`src/rtl/hs_pkg.sv`:
```
// Shared types for the handshake controller.
// Assumes: mode codes come from a two-bit selector; code 3 aliases fully linked.
package hs_pkg;

    typedef enum logic [1:0] {
        HS_UNLINKED = 2'd0,
        HS_HALF     = 2'd1,
        HS_FULL     = 2'd2
    } hs_mode_e;

    // Map the raw selector onto a discipline.
    function automatic hs_mode_e hs_decode(input logic [1:0] sel);
        case (sel)
            2'd0:    return HS_UNLINKED;
            2'd1:    return HS_HALF;
            default: return HS_FULL;
        endcase
    endfunction

endpackage

```
`src/rtl/hs_hold_timer.sv`:
```
// Cycle counter for fixed-delay wire removal.
// While run is high it counts cycles; expire is high on the HOLD-th cycle of run.
// Assumes: HOLD >= 1; run drops (or restarts) after expire.
module hs_hold_timer #(
    parameter int HOLD = 2
) (
    input  logic clk,
    input  logic rst_n,
    input  logic run,
    output logic expire
);
    localparam int CW = $clog2(HOLD + 1);

    logic [CW-1:0] cnt_q;

    assign expire = run && (cnt_q == CW'(HOLD - 1));

    // Count while running, clear when idle or at expiry.
    always_ff @(posedge clk) begin
        if (!rst_n || !run || expire) begin
            cnt_q <= '0;
        end else begin
            cnt_q <= cnt_q + 1'b1;
        end
    end
endmodule

```
`src/rtl/hs_master.sv`:
```
// Sending side: takes a start when idle and both wires are low, drives request,
// removes it on timeout or on acknowledge per the latched discipline, pulses done.
// Assumes: ack_i is already in this clock domain.
module hs_master #(
    parameter int DATA_W   = 8,
    parameter int MST_HOLD = 3
) (
    input  logic              clk,
    input  logic              rst_n,
    input  logic [1:0]        mode_sel,
    input  logic              start_i,
    input  logic [DATA_W-1:0] wdata_i,
    input  logic              ack_i,
    output logic              req_o,
    output logic              done_o,
    output logic [DATA_W-1:0] tx_data_o,
    output hs_pkg::hs_mode_e  mode_o
);
    import hs_pkg::*;

    typedef enum logic [1:0] {M_IDLE, M_HOLD, M_DRAIN} mst_state_e;

    mst_state_e st_q;
    logic       tmr_exp;
    logic       tmr_run;

    assign tmr_run = (st_q == M_HOLD) && (mode_o == HS_UNLINKED);

    hs_hold_timer #(.HOLD(MST_HOLD)) u_req_tmr (
        .clk    (clk),
        .rst_n  (rst_n),
        .run    (tmr_run),
        .expire (tmr_exp)
    );

    // Sender state machine, request wire and done pulse.
    always_ff @(posedge clk) begin
        if (!rst_n) begin
            st_q      <= M_IDLE;
            req_o     <= 1'b0;
            done_o    <= 1'b0;
            tx_data_o <= '0;
            mode_o    <= HS_UNLINKED;
        end else begin
            done_o <= 1'b0;
            case (st_q)
                M_IDLE: begin
                    if (start_i && !req_o && !ack_i) begin
                        req_o     <= 1'b1;
                        tx_data_o <= wdata_i;
                        mode_o    <= hs_decode(mode_sel);
                        st_q      <= M_HOLD;
                    end
                end
                M_HOLD: begin
                    if (mode_o == HS_UNLINKED) begin
                        if (tmr_exp) begin
                            req_o  <= 1'b0;
                            done_o <= 1'b1;
                            st_q   <= M_IDLE;
                        end
                    end else if (ack_i) begin
                        req_o <= 1'b0;
                        if (mode_o == HS_HALF) begin
                            done_o <= 1'b1;
                            st_q   <= M_IDLE;
                        end else begin
                            st_q <= M_DRAIN;
                        end
                    end
                end
                M_DRAIN: begin
                    if (!ack_i) begin
                        done_o <= 1'b1;
                        st_q   <= M_IDLE;
                    end
                end
                default: st_q <= M_IDLE;
            endcase
        end
    end
endmodule

```
`src/rtl/hs_slave.sv`:
```
// Receiving side: captures the word on a request rise, raises acknowledge when
// ready, removes it on timeout or after request falls per the discipline.
// Assumes: req_i is already in this clock domain; mode_i is stable per transfer.
module hs_slave #(
    parameter int DATA_W   = 8,
    parameter int SLV_HOLD = 2
) (
    input  logic              clk,
    input  logic              rst_n,
    input  hs_pkg::hs_mode_e  mode_i,
    input  logic              req_i,
    input  logic [DATA_W-1:0] tx_data_i,
    input  logic              ready_i,
    output logic              ack_o,
    output logic [DATA_W-1:0] rx_data_o
);
    import hs_pkg::*;

    typedef enum logic [1:0] {S_IDLE, S_PEND, S_ACK} slv_state_e;

    slv_state_e st_q;
    logic       req_d;
    logic       req_rise;
    logic       tmr_exp;
    logic       tmr_run;

    assign req_rise = req_i && !req_d;
    assign tmr_run  = (st_q == S_ACK) && (mode_i != HS_FULL);

    hs_hold_timer #(.HOLD(SLV_HOLD)) u_ack_tmr (
        .clk    (clk),
        .rst_n  (rst_n),
        .run    (tmr_run),
        .expire (tmr_exp)
    );

    // Edge detector and word capture on request rise.
    always_ff @(posedge clk) begin
        if (!rst_n) begin
            req_d     <= 1'b0;
            rx_data_o <= '0;
        end else begin
            req_d <= req_i;
            if (req_rise) begin
                rx_data_o <= tx_data_i;
            end
        end
    end

    // Receiver state machine and acknowledge wire.
    always_ff @(posedge clk) begin
        if (!rst_n) begin
            st_q  <= S_IDLE;
            ack_o <= 1'b0;
        end else begin
            case (st_q)
                S_IDLE: begin
                    if (req_rise) begin
                        if (ready_i) begin
                            ack_o <= 1'b1;
                            st_q  <= S_ACK;
                        end else begin
                            st_q <= S_PEND;
                        end
                    end
                end
                S_PEND: begin
                    if (ready_i) begin
                        ack_o <= 1'b1;
                        st_q  <= S_ACK;
                    end
                end
                S_ACK: begin
                    if (mode_i == HS_FULL) begin
                        if (!req_i) begin
                            ack_o <= 1'b0;
                            st_q  <= S_IDLE;
                        end
                    end else if (tmr_exp) begin
                        ack_o <= 1'b0;
                        st_q  <= S_IDLE;
                    end
                end
                default: st_q <= S_IDLE;
            endcase
        end
    end
endmodule

```
`src/rtl/hs_link_ctrl.sv`:
```
// Top level: joins the sending and receiving state machines over the two wires.
// Assumes: single clock; the receiver follows the discipline latched by the sender.
module hs_link_ctrl #(
    parameter int DATA_W   = 8,
    parameter int MST_HOLD = 3,
    parameter int SLV_HOLD = 2
) (
    input  logic              clk,
    input  logic              rst_n,
    input  logic [1:0]        mode_sel,
    input  logic              start_i,
    input  logic [DATA_W-1:0] wdata_i,
    input  logic              slv_ready_i,
    output logic              req_o,
    output logic              ack_o,
    output logic              done_o,
    output logic [DATA_W-1:0] rx_data_o
);
    import hs_pkg::*;

    hs_mode_e          xfer_mode;
    logic [DATA_W-1:0] tx_word;

    hs_master #(.DATA_W(DATA_W), .MST_HOLD(MST_HOLD)) u_master (
        .clk       (clk),
        .rst_n     (rst_n),
        .mode_sel  (mode_sel),
        .start_i   (start_i),
        .wdata_i   (wdata_i),
        .ack_i     (ack_o),
        .req_o     (req_o),
        .done_o    (done_o),
        .tx_data_o (tx_word),
        .mode_o    (xfer_mode)
    );

    hs_slave #(.DATA_W(DATA_W), .SLV_HOLD(SLV_HOLD)) u_slave (
        .clk       (clk),
        .rst_n     (rst_n),
        .mode_i    (xfer_mode),
        .req_i     (req_o),
        .tx_data_i (tx_word),
        .ready_i   (slv_ready_i),
        .ack_o     (ack_o),
        .rx_data_o (rx_data_o)
    );
endmodule

```
`config.mk`:
```
export PLATFORM = sky130hd
export DESIGN_NAME = hs_link_ctrl
export DESIGN_NICKNAME = d
export VERILOG_FILES = /design/src/rtl/hs_pkg.sv /design/src/rtl/hs_hold_timer.sv /design/src/rtl/hs_master.sv /design/src/rtl/hs_slave.sv /design/src/rtl/hs_link_ctrl.sv
export SDC_FILE = /design/constraint.sdc
export NUM_CORES = 1
export LEC_CHECK = 0
export ABC_AREA = 1
export BUFFER_PORTS_ARGS = -buffer_cell sky130_fd_sc_hd__buf_4
export CORE_MARGIN = 1
export CORE_UTILIZATION = 25
export DETAILED_ROUTE_END_ITERATION = 6
export SYNTH_ARGS = -nofsm -noshare
export SYNTH_HDL_FRONTEND = slang
export SYNTH_SLANG_ARGS = --single-unit
```
`constraint.sdc`:
```
create_clock -name clk -period 1.6 [get_ports clk]
set_input_delay 0.32 -clock clk [delete_from_list [all_inputs] [get_ports clk]]
set_output_delay 0.32 -clock clk [all_outputs]
set_load 0.02 [all_outputs]
```
* After elaboration in Yosys (flattened, before gate mapping) *
Index checks and enable logic that the tools add are counted.

operators by class
  bitwise operators = 0
  order comparisons = 0
  div/mod/pow operators = 0
  add/subtract/negate cells = 2
  reduce and logical (&&, ||, !) cells = 28
  shifts and indexed selects = 0
  equal/unequal tests = 18
  multiplexer cells = 32
  multipliers = 0

operators with widths
  kind                                                                      count
  2-bit two-way mux                                                         12
  4-bit AND reduction                                                       4
  1-bit two-way mux                                                         14
  2-bit case mux with 3 select lines                                        2
  2-bit by 1-bit == test with 1-bit output (second input constant)          5
  3-bit inequality test (second input constant)                             3
  2-bit == test (second input constant)                                     4
  2-bit zero test                                                           4
  1-bit logical AND                                                         7
  1-bit zero test                                                           6
  2-bit inequality test (second input constant)                             3
  2-bit by 1-bit adder with 2-bit output (second input constant)            2
  1-bit logical OR                                                          4
  2-bit by 1-bit inequality test with 1-bit output (second input constant)  2
  1-bit case mux with 2 select lines                                        2
  2-bit case mux with 2 select lines                                        1
  3-bit by 2-bit inequality test with 1-bit output (second input constant)  1
  1-bit case mux with 3 select lines                                        1
  3-bit nonzero test                                                        1
  2-bit AND reduction                                                       1
  2-bit nonzero test                                                        1

storage, ports and cells
  bits in latches = 0
  bits in read-only memories = 0
  logic and storage cells = 91
  input bits = 14
  flip-flop bits (word level) = 30
  output and inout port bits = 11
  bits in writable memories = 0
  memories kept = 0

* Longest topological paths before layout *
Gate-level depths: netlist of run 1.

  word-level depth = 6
  mapped depth = 10

* By module *
A second synthesis of run 1 with hierarchy kept.

unflattened totals
  cells, all modules = 188
  area total of the unflattened synthesis = 1,405.1 sq um

modules (own cells, without submodules)
  module         cells an instance  instances  area each (sq um)  seq. area each (sq um)
  hs_master      93                 1          698.2              280.3
  hs_slave       75                 1          536.8              240.2
  hs_hold_timer  10                 2          85.1               40.0

* Worst setup path after synthesis of run 1 *
OpenSTA, ideal clock, no wires.

  kind = reg-to-reg
  start = reg u_master.req_o
  end = reg u_slave.st_q[1]
  path buffers = 0
  stages on the path, launching flop included = 8
  setup time = 0.110 ns
  path slack = 0.405 ns
  arrival = 1.085 ns
  period minus slack after synthesis = 1.195 ns
  path through = dfxtp_1 > nand2_2 > nand2_2 > nand2_2 > nor2_2 > nand2_1 > nand2_1 > nor2_2

on the way
  word-level cells in the longest chain between the ends = 3
  elaborated cells between the ends (all ways) = 4
  classes of those cells = eq/ne: 2; reduce/logical: 2

ends and longest elaborated chain
  item                                                               RTL line         source
  from (decl)                                                        hs_master.sv:14  output logic req_o,
  from (signal assigned)                                             hs_master.sv:40  req_o <= 1'b0;
  from (signal assigned)                                             hs_master.sv:49  req_o <= 1'b1;
  from (signal assigned)                                             hs_master.sv:58  req_o <= 1'b0;
  1-bit logical AND                                                  hs_slave.sv:27   assign req_rise = req_i && !req_d;
  2-bit by 1-bit inequality test with 1-bit output (no source line)  --
  4-bit AND reduction (no source line) *                             --
  to (signal assigned)                                               hs_slave.sv:53   st_q <= S_IDLE;
  to (signal assigned)                                               hs_slave.sv:61   st_q <= S_ACK;
  to (signal assigned)                                               hs_slave.sv:63   st_q <= S_PEND;
  to (decl)                                                          hs_slave.sv:21   slv_state_e st_q;

Every way passes the cells marked *; elsewhere a longest branch is shown, timed or not.
A chain may end at the register's enable or synchronous reset.

* Worst setup path in the final report of run 1 *
  start = reg u_master.st_q[0]
  end = reg u_master.st_q[0]

on the way
  word-level cells in the longest chain between the ends = 5
  elaborated cells between the ends (all ways) = 11
  classes of those cells = eq/ne: 6; mux: 1; reduce/logical: 4

ends and longest elaborated chain
  item                                      RTL line                          source
  from (decl)                               hs_master.sv:23                   mst_state_e st_q;
  from (signal assigned)                    hs_master.sv:39                   st_q <= M_IDLE;
  from (signal assigned)                    hs_master.sv:52                   st_q <= M_HOLD;
  from (signal assigned)                    hs_master.sv:60                   st_q <= M_IDLE;
  2-bit by 1-bit == test with 1-bit output  hs_master.sv:27, hs_master.sv:46
  1-bit logical AND                         hs_master.sv:27                   assign tmr_run = (st_q == M_HOLD) && (mode_o == HS_UNLINKED);
  1-bit logical AND                         hs_hold_timer.sv:16               assign expire = run && (cnt_q == CW'(HOLD - 1));
  3-bit inequality test (no source line)    --
  4-bit AND reduction (no source line)      --

Several ways; a longest one is shown, not always the timed one.

==> flow_summary.ini, run 1 <==
[clock_network]
path_clk_slew_ns = 0.06
cts-root-buf = clkbuf_8
postCtsSetupBuffers = 0
cts_tree = done
clockBufferDepth = 2
htree_levels = 2
cts-hold-fix-buffers = 0
clock_sinks = 30
insertion_delay_ns = 0.28
cts_buffers = 5
cts_resized = 0

[floorplanning]
die_h_um = 75.3
die_w_um = 75.3
die_area_um2 = 5670
core-area_um2 = 5140
io_pins = 25
rows = 26
start_util = 0.261

[critical_path]
cp.arrival_ns = 1.60
critical_path.startpoint_type = register
path_delay_family = simple AND/OR/NAND/NOR gates
reg2regPathDepth = 6
worst-path-buf-inv = 2
cp.required_ns = 1.80
worst-path-stages = 6
crit_fanout = 13
crit_path_end_kind = register
crit_chain = inv_1 > ha_1 > nand3_2 > inv_2 > nand2_1 > a21oi_1
slowest_stage = dfxtp_1
cp_slowest_stage_delay_ns = 0.33
worstSetupPathType = reg -> reg

[hold_path]
hold_class = in -> reg
min_path_cells = 3

[finish]
multi_input_area_um2 = 633
fill_cells = 581
antenna_cells = 0
drive_gt1_frac = 0.206
syn_to_final_growth_pct = 27.2
fin_util = 0.332
seqCellArea_um2 = 601
layout.cells.non_filler = 284
nets = 233

[logic_synthesis]
syn_avg_cell_area_um2 = 7.26
synthDistinctLibCells = 22
ys_seq_area_frac = 0.447
syn_inst = 185
syn_nets = 204
syn_area_um2 = 1340
ys_seq_elements = 30
yosys_warnings = 0

[route]
final_antenna_net_count = 0
vias = 1171
firstDrtPassIters = 4
route.detailed.wl_per_inst_um = 9.90
initialDrtViolationCount = 48
vias_per_cell = 4.12
drc = 0
wl_um = 2810

[timing]
layout_min_cycle_time_ns = 1.40
final.setup.tns_ns = 0
whs_ns = 0.302
setup_slack_ns = 0.196
relSlewSlack = 0.685
finClkSkew_ns = 0.00455
finalSetupViolations = 0
slew_viol_final = 0
fmax_mhz = 712
hold_viol_final = 0
worst_pin_slew_ns = 0.472
fin_crit_sh = 0.878
rsz0062_at_grt = no

[global_routing]
grt_pass1_wl_um = 4670
gr-total-overflow = 0
grt.total_usage = 0.112
grt_pass1_vias = 1045
antenna_found_initial = 0
grt_max_degree = 17

[power]
leakagePower_nw = 0.757
powerDensity_nw_per_um2 = 1970
p_sw_mw = 1.34
seqPwrFrac = 0.339
power_frac_comb = 0.433
internal_power_mw = 2.03
peakVddDrop_mv = 0.935
p_sw_frac = 0.397
clkPwrFrac = 0.228

[run]
drv_cap = 0

[placement]
place_ws_ns = 0.221
hpwl_um = 2120
io_buffers = 24
dp.cells = 277
gp_congestion = 0.787

[status]
status = finished clean
==> synthesized netlist by cell type <==
master | n | area share
nand2_1 | 46 | 0.13
dfxtp_1 | 30 | 0.45
nor2_1 | 30 | 0.084
inv_1 | 21 | 0.059
a21oi_1 | 15 | 0.056
o21ai_0 | 11 | 0.041
nand3_1 | 6 | 0.022
ha_1 | 5 | 0.047
nor2_2 | 4 | 0.019
nand2_2 | 3 | 0.014
nand3_2 | 2 | 0.015
nor3_1 | 2 | 0.0075
a211oi_2 | 1 | 0.0093
a21boi_0 | 1 | 0.0056
buf_4 | 1 | 0.0056
buf_6 | 1 | 0.0084
clkbuf_1 | 1 | 0.0028
clkinv_1 | 1 | 0.0028
inv_2 | 1 | 0.0028
nand4_1 | 1 | 0.0047
o2111ai_1 | 1 | 0.0065
o21ai_4 | 1 | 0.012
==> final timing paths <==
kind	startpoint	to	slack, ns
min	wdata_i[1]	u_master.tx_data_o[1]$_SDFFE_PN0P_	0.30
max reg2reg	u_master.st_q[0]$_SDFFE_PN0P_	u_master.st_q[0]$_SDFFE_PN0P_	0.20
min reg2reg	u_master.u_req_tmr.cnt_q[0]$_SDFF_PP0_	u_master.u_req_tmr.cnt_q[0]$_SDFF_PP0_	0.41
max	u_master.st_q[0]$_SDFFE_PN0P_	u_master.st_q[0]$_SDFFE_PN0P_	0.20
==> logic make-up after synthesis <==
kind of cell / Yosys count / share of synthesized area
and+or+nand+nor: 94 / 0.295
AOI/OAI and AO/OA: 30 / 0.130
DFF: 30 / 0.447
buffers and inverters: 26 / 0.0811
adders and majority gates: 5 / 0.0466
==> power groups by stage <==
stage               clock network [mW]  registers, mW  logic (mW)
floorplan                            0           1.28       0.940
global placement                     0           1.16        1.45
detailed placement                   0           1.16        1.47
CTS                              0.785           1.14        1.47
global route                     0.824           1.17        1.67
finish                           0.767           1.14        1.46
==> flip-flops by register name, indices dropped and copies added (netlist names) <==
register,cells
u_master.done_o,1
u_master.tx_data_o,8
u_slave.u_ack_tmr.cnt_q,2
u_slave.st_q,2
u_master.req_o,1
u_slave.rx_data_o,8
u_slave.req_d,1
u_master.u_req_tmr.cnt_q,2
u_slave.ack_o,1
u_master.st_q,2
u_master.mode_o,2
==> worst min-delay path: cells and delay by family <==
kind            cells  cell delay [ns]
simple gates        1             0.05
buf+inv             1             0.11
compound gates      1             0.05
==> routing by layer <==
| metal | wire length (um) | vias up | part of all wire | global-route usage |
|---|---|---|---|---|
| met1 | 1420 | 515 | 0.50 | 0.146 |
| met4 | 37 | 0 | 0.013 | 0.0432 |
| met2 | 1230 | 16 | 0.44 | 0.173 |
| met5 | 0 | - | 0 | 0 |
| li1 | - | 635 | - | - |
| met3 | 130 | 5 | 0.046 | 0.0361 |
==> metrics by stage <==
step | total power, mW | cell area [um^2]
after floorplan | 2.22 | 1340
after global routing | 3.67 | 1710
after detailed placement | 2.63 | 1600
after global placement | 2.61 | 1600
final | 3.36 | 1710
after CTS | 3.40 | 1710
==> placed cells by master (no fill, tap or decap) <==
master	count
o21ai_4	1
ha_1	5
dfxtp_1	30
a21oi_1	15
a211oi_2	1
nor2_2	4
nor2_1	30
nand3_1	6
inv_2	1
bufinv_16	1
nand3_2	2
nand2_2	3
buf_4	25
a21boi_0	1
o2111ai_1	1
clkinv_1	1
o21ai_0	11
nor3_1	2
clkbuf_8	6
inv_1	21
nand2_1	46
nand4_1	1
==> cell type report <==
type                       count  area share
multi-input combinational    129       0.371
timing repair buffer          25       0.110
inverter                      23      0.0505
clock buffer                   6      0.0484
tap                           70      0.0513
clock inverter                 1      0.0176
sequential                    30       0.352
Power figures use the tool's default switching activity.
==> run 2: changes to the inputs <==
==> constraint.sdc (replaced) <==
create_clock -name clk -period 1.4 [get_ports clk]
set_input_delay 0.28 -clock clk [delete_from_list [all_inputs] [get_ports clk]]
set_output_delay 0.28 -clock clk [all_outputs]
set_load 0.02 [all_outputs]
==> run 2 against run 1 <==
  * Core utilization increased by 0.39 points
  * Wire length shrank 2.6%
  * Sequential share of layout area shrank 0.41 points
  * Via count rose by 2.9%
  * Die area unchanged
  * Clock skew about the same
  * Sequential power increased by 13%
  * Non-clock buffer count up 4
  * First-iteration DRC count increased by 19%
  * Count of clock-buffer cells in the layout unchanged
  * Sequential cell count stayed put
  * Highest routed layer unchanged
==> flow_summary.ini, run 2 (synthesis gave the netlist of run 1 again) <==
[status]
status = finished clean

[finish]
drive_gt1_frac = 0.228
reg_top3 = u_master.tx_data_o: 8 flops, u_slave.rx_data_o: 8 flops
nets = 237
fill_cells = 598
layout_common_cells = nand2_1, nor2_1, dfxtp_1, buf_4, inv_1
seqCellArea_um2 = 601
antenna_cells = 0
layout.cells.non_filler = 289
syn_to_final_growth_pct = 28.7
fin_util = 0.336
final_common_cell = nand2_1
multi_input_area_um2 = 641

[route]
wl_um = 2740
vias_per_cell = 4.17
vias = 1205
drc = 0
initialDrtViolationCount = 57
firstDrtPassIters = 4
route.detailed.wl_per_inst_um = 9.47
final_antenna_net_count = 0

[critical_path]
cp.required_ns = 1.55
critical_path.startpoint_type = register
crit_fanout = 5
worstSetupPathType = reg -> reg
crit_path_end_kind = register
cp.arrival_ns = 1.42
reg2regPathDepth = 8

[clock_network]
insertion_delay_ns = 0.28
clock_sinks = 30
path_clk_slew_ns = 0.07
cts_tree = done
htree_levels = 2
cts_buffers = 5
cts-root-buf = clkbuf_8
clockBufferDepth = 2

[global_routing]
grt.total_usage = 0.108
grt_max_degree = 16
antenna_found_initial = 0
grt_pass1_vias = 1068
gr-total-overflow = 0
grt_pass1_wl_um = 4520

[placement]
dp.cells = 281
io_buffers = 24
gp_congestion = 0.783
hpwl_um = 2050

[hold_path]
min_path_cells = 3
hold_class = in -> reg

[timing]
worst_pin_slew_ns = 0.472
hold_viol_final = 0
finalSetupViolations = 0
slew_viol_final = 0
relSlewSlack = 0.685
fin_crit_sh = 0.905
rsz0062_at_grt = no
finClkSkew_ns = 0.00441
fmax_mhz = 789
layout_min_cycle_time_ns = 1.27
final.setup.tns_ns = 0

[run]
drv_cap = 0

[power]
peakVddDrop_mv = 0.867
leakagePower_nw = 0.767
powerDensity_nw_per_um2 = 2190

[floorplanning]
rows = 26
io_pins = 25
die_w_um = 75.3
die_area_um2 = 5670
die_h_um = 75.3
start_util = 0.261
core-area_um2 = 5140
==> run 2: worst max-delay path, stage by stage, from the launching register on <==
cell and delay, ns:
dfxtp_1 0.35, inv_1 0.06, ha_1 0.23, inv_1 0.07, nor2_1 0.03, nand2_1 0.05
nand2_1 0.08, o21ai_0 0.19, a21oi_1 0.08
==> run 2: where the power goes <==
group	switching (mW)	internal, mW	leakage, nW
sequential	0.165	1.13	0.245
clock	0.335	0.394	0.0472
combinational	1.07	0.684	0.475
total	1.57	2.21	0.767
==> run 2: worst paths after layout <==
check | slack, ns | to | startpoint
setup / recovery | 0.13 | u_master.st_q[0]$_SDFFE_PN0P_ | u_master.st_q[1]$_SDFFE_PN0P_
hold / removal | 0.25 | u_master.tx_data_o[1]$_SDFFE_PN0P_ | wdata_i[1]
setup reg to reg | 0.13 | u_master.st_q[0]$_SDFFE_PN0P_ | u_master.st_q[1]$_SDFFE_PN0P_
hold reg to reg | 0.41 | u_master.u_req_tmr.cnt_q[0]$_SDFF_PP0_ | u_master.u_req_tmr.cnt_q[0]$_SDFF_PP0_
==> run 2: stage by stage <==
step | hold WS [ns] | power, mW | worst slack [ns] | cell area [um^2]
floorplan | 0.391 | 2.54 | 0.205 | 1340
global placement | 0.401 | 3.06 | 0.111 | 1630
detailed placement | 0.406 | 3.07 | 0.0901 | 1630
CTS | 0.245 | 3.81 | 0.0807 | 1720
global route | 0.244 | 4.14 | 0.00232 | 1730
finish | 0.252 | 3.78 | 0.133 | 1730
==> run 2: cell type report <==
class                           instances  area share
Multi-Input combinational cell        129       0.371
Tap cell                               70      0.0507
Clock inverter                          2     0.00724
Sequential cell                        30       0.348
Inverter                               23      0.0500
Clock buffer                            6      0.0478
Timing Repair Buffer                   29       0.126
==> run 2: per-layer routing <==
metal,up-vias,global-route usage,part of all wire
met5,-,0,0
met4,0,0.0432,0.015
met3,6,0.0495,0.063
met2,19,0.180,0.47
met1,532,0.121,0.45
li1,648,-,-
==> run 2: timing repair <==
action / in CTS / in global routing
resized for setup: 0 / 2
endpoints found under the setup margin: 0 / 7
hold endpoints to repair: 0 / 0
setup buffers: 0 / 0
hold buffers: 0 / 0
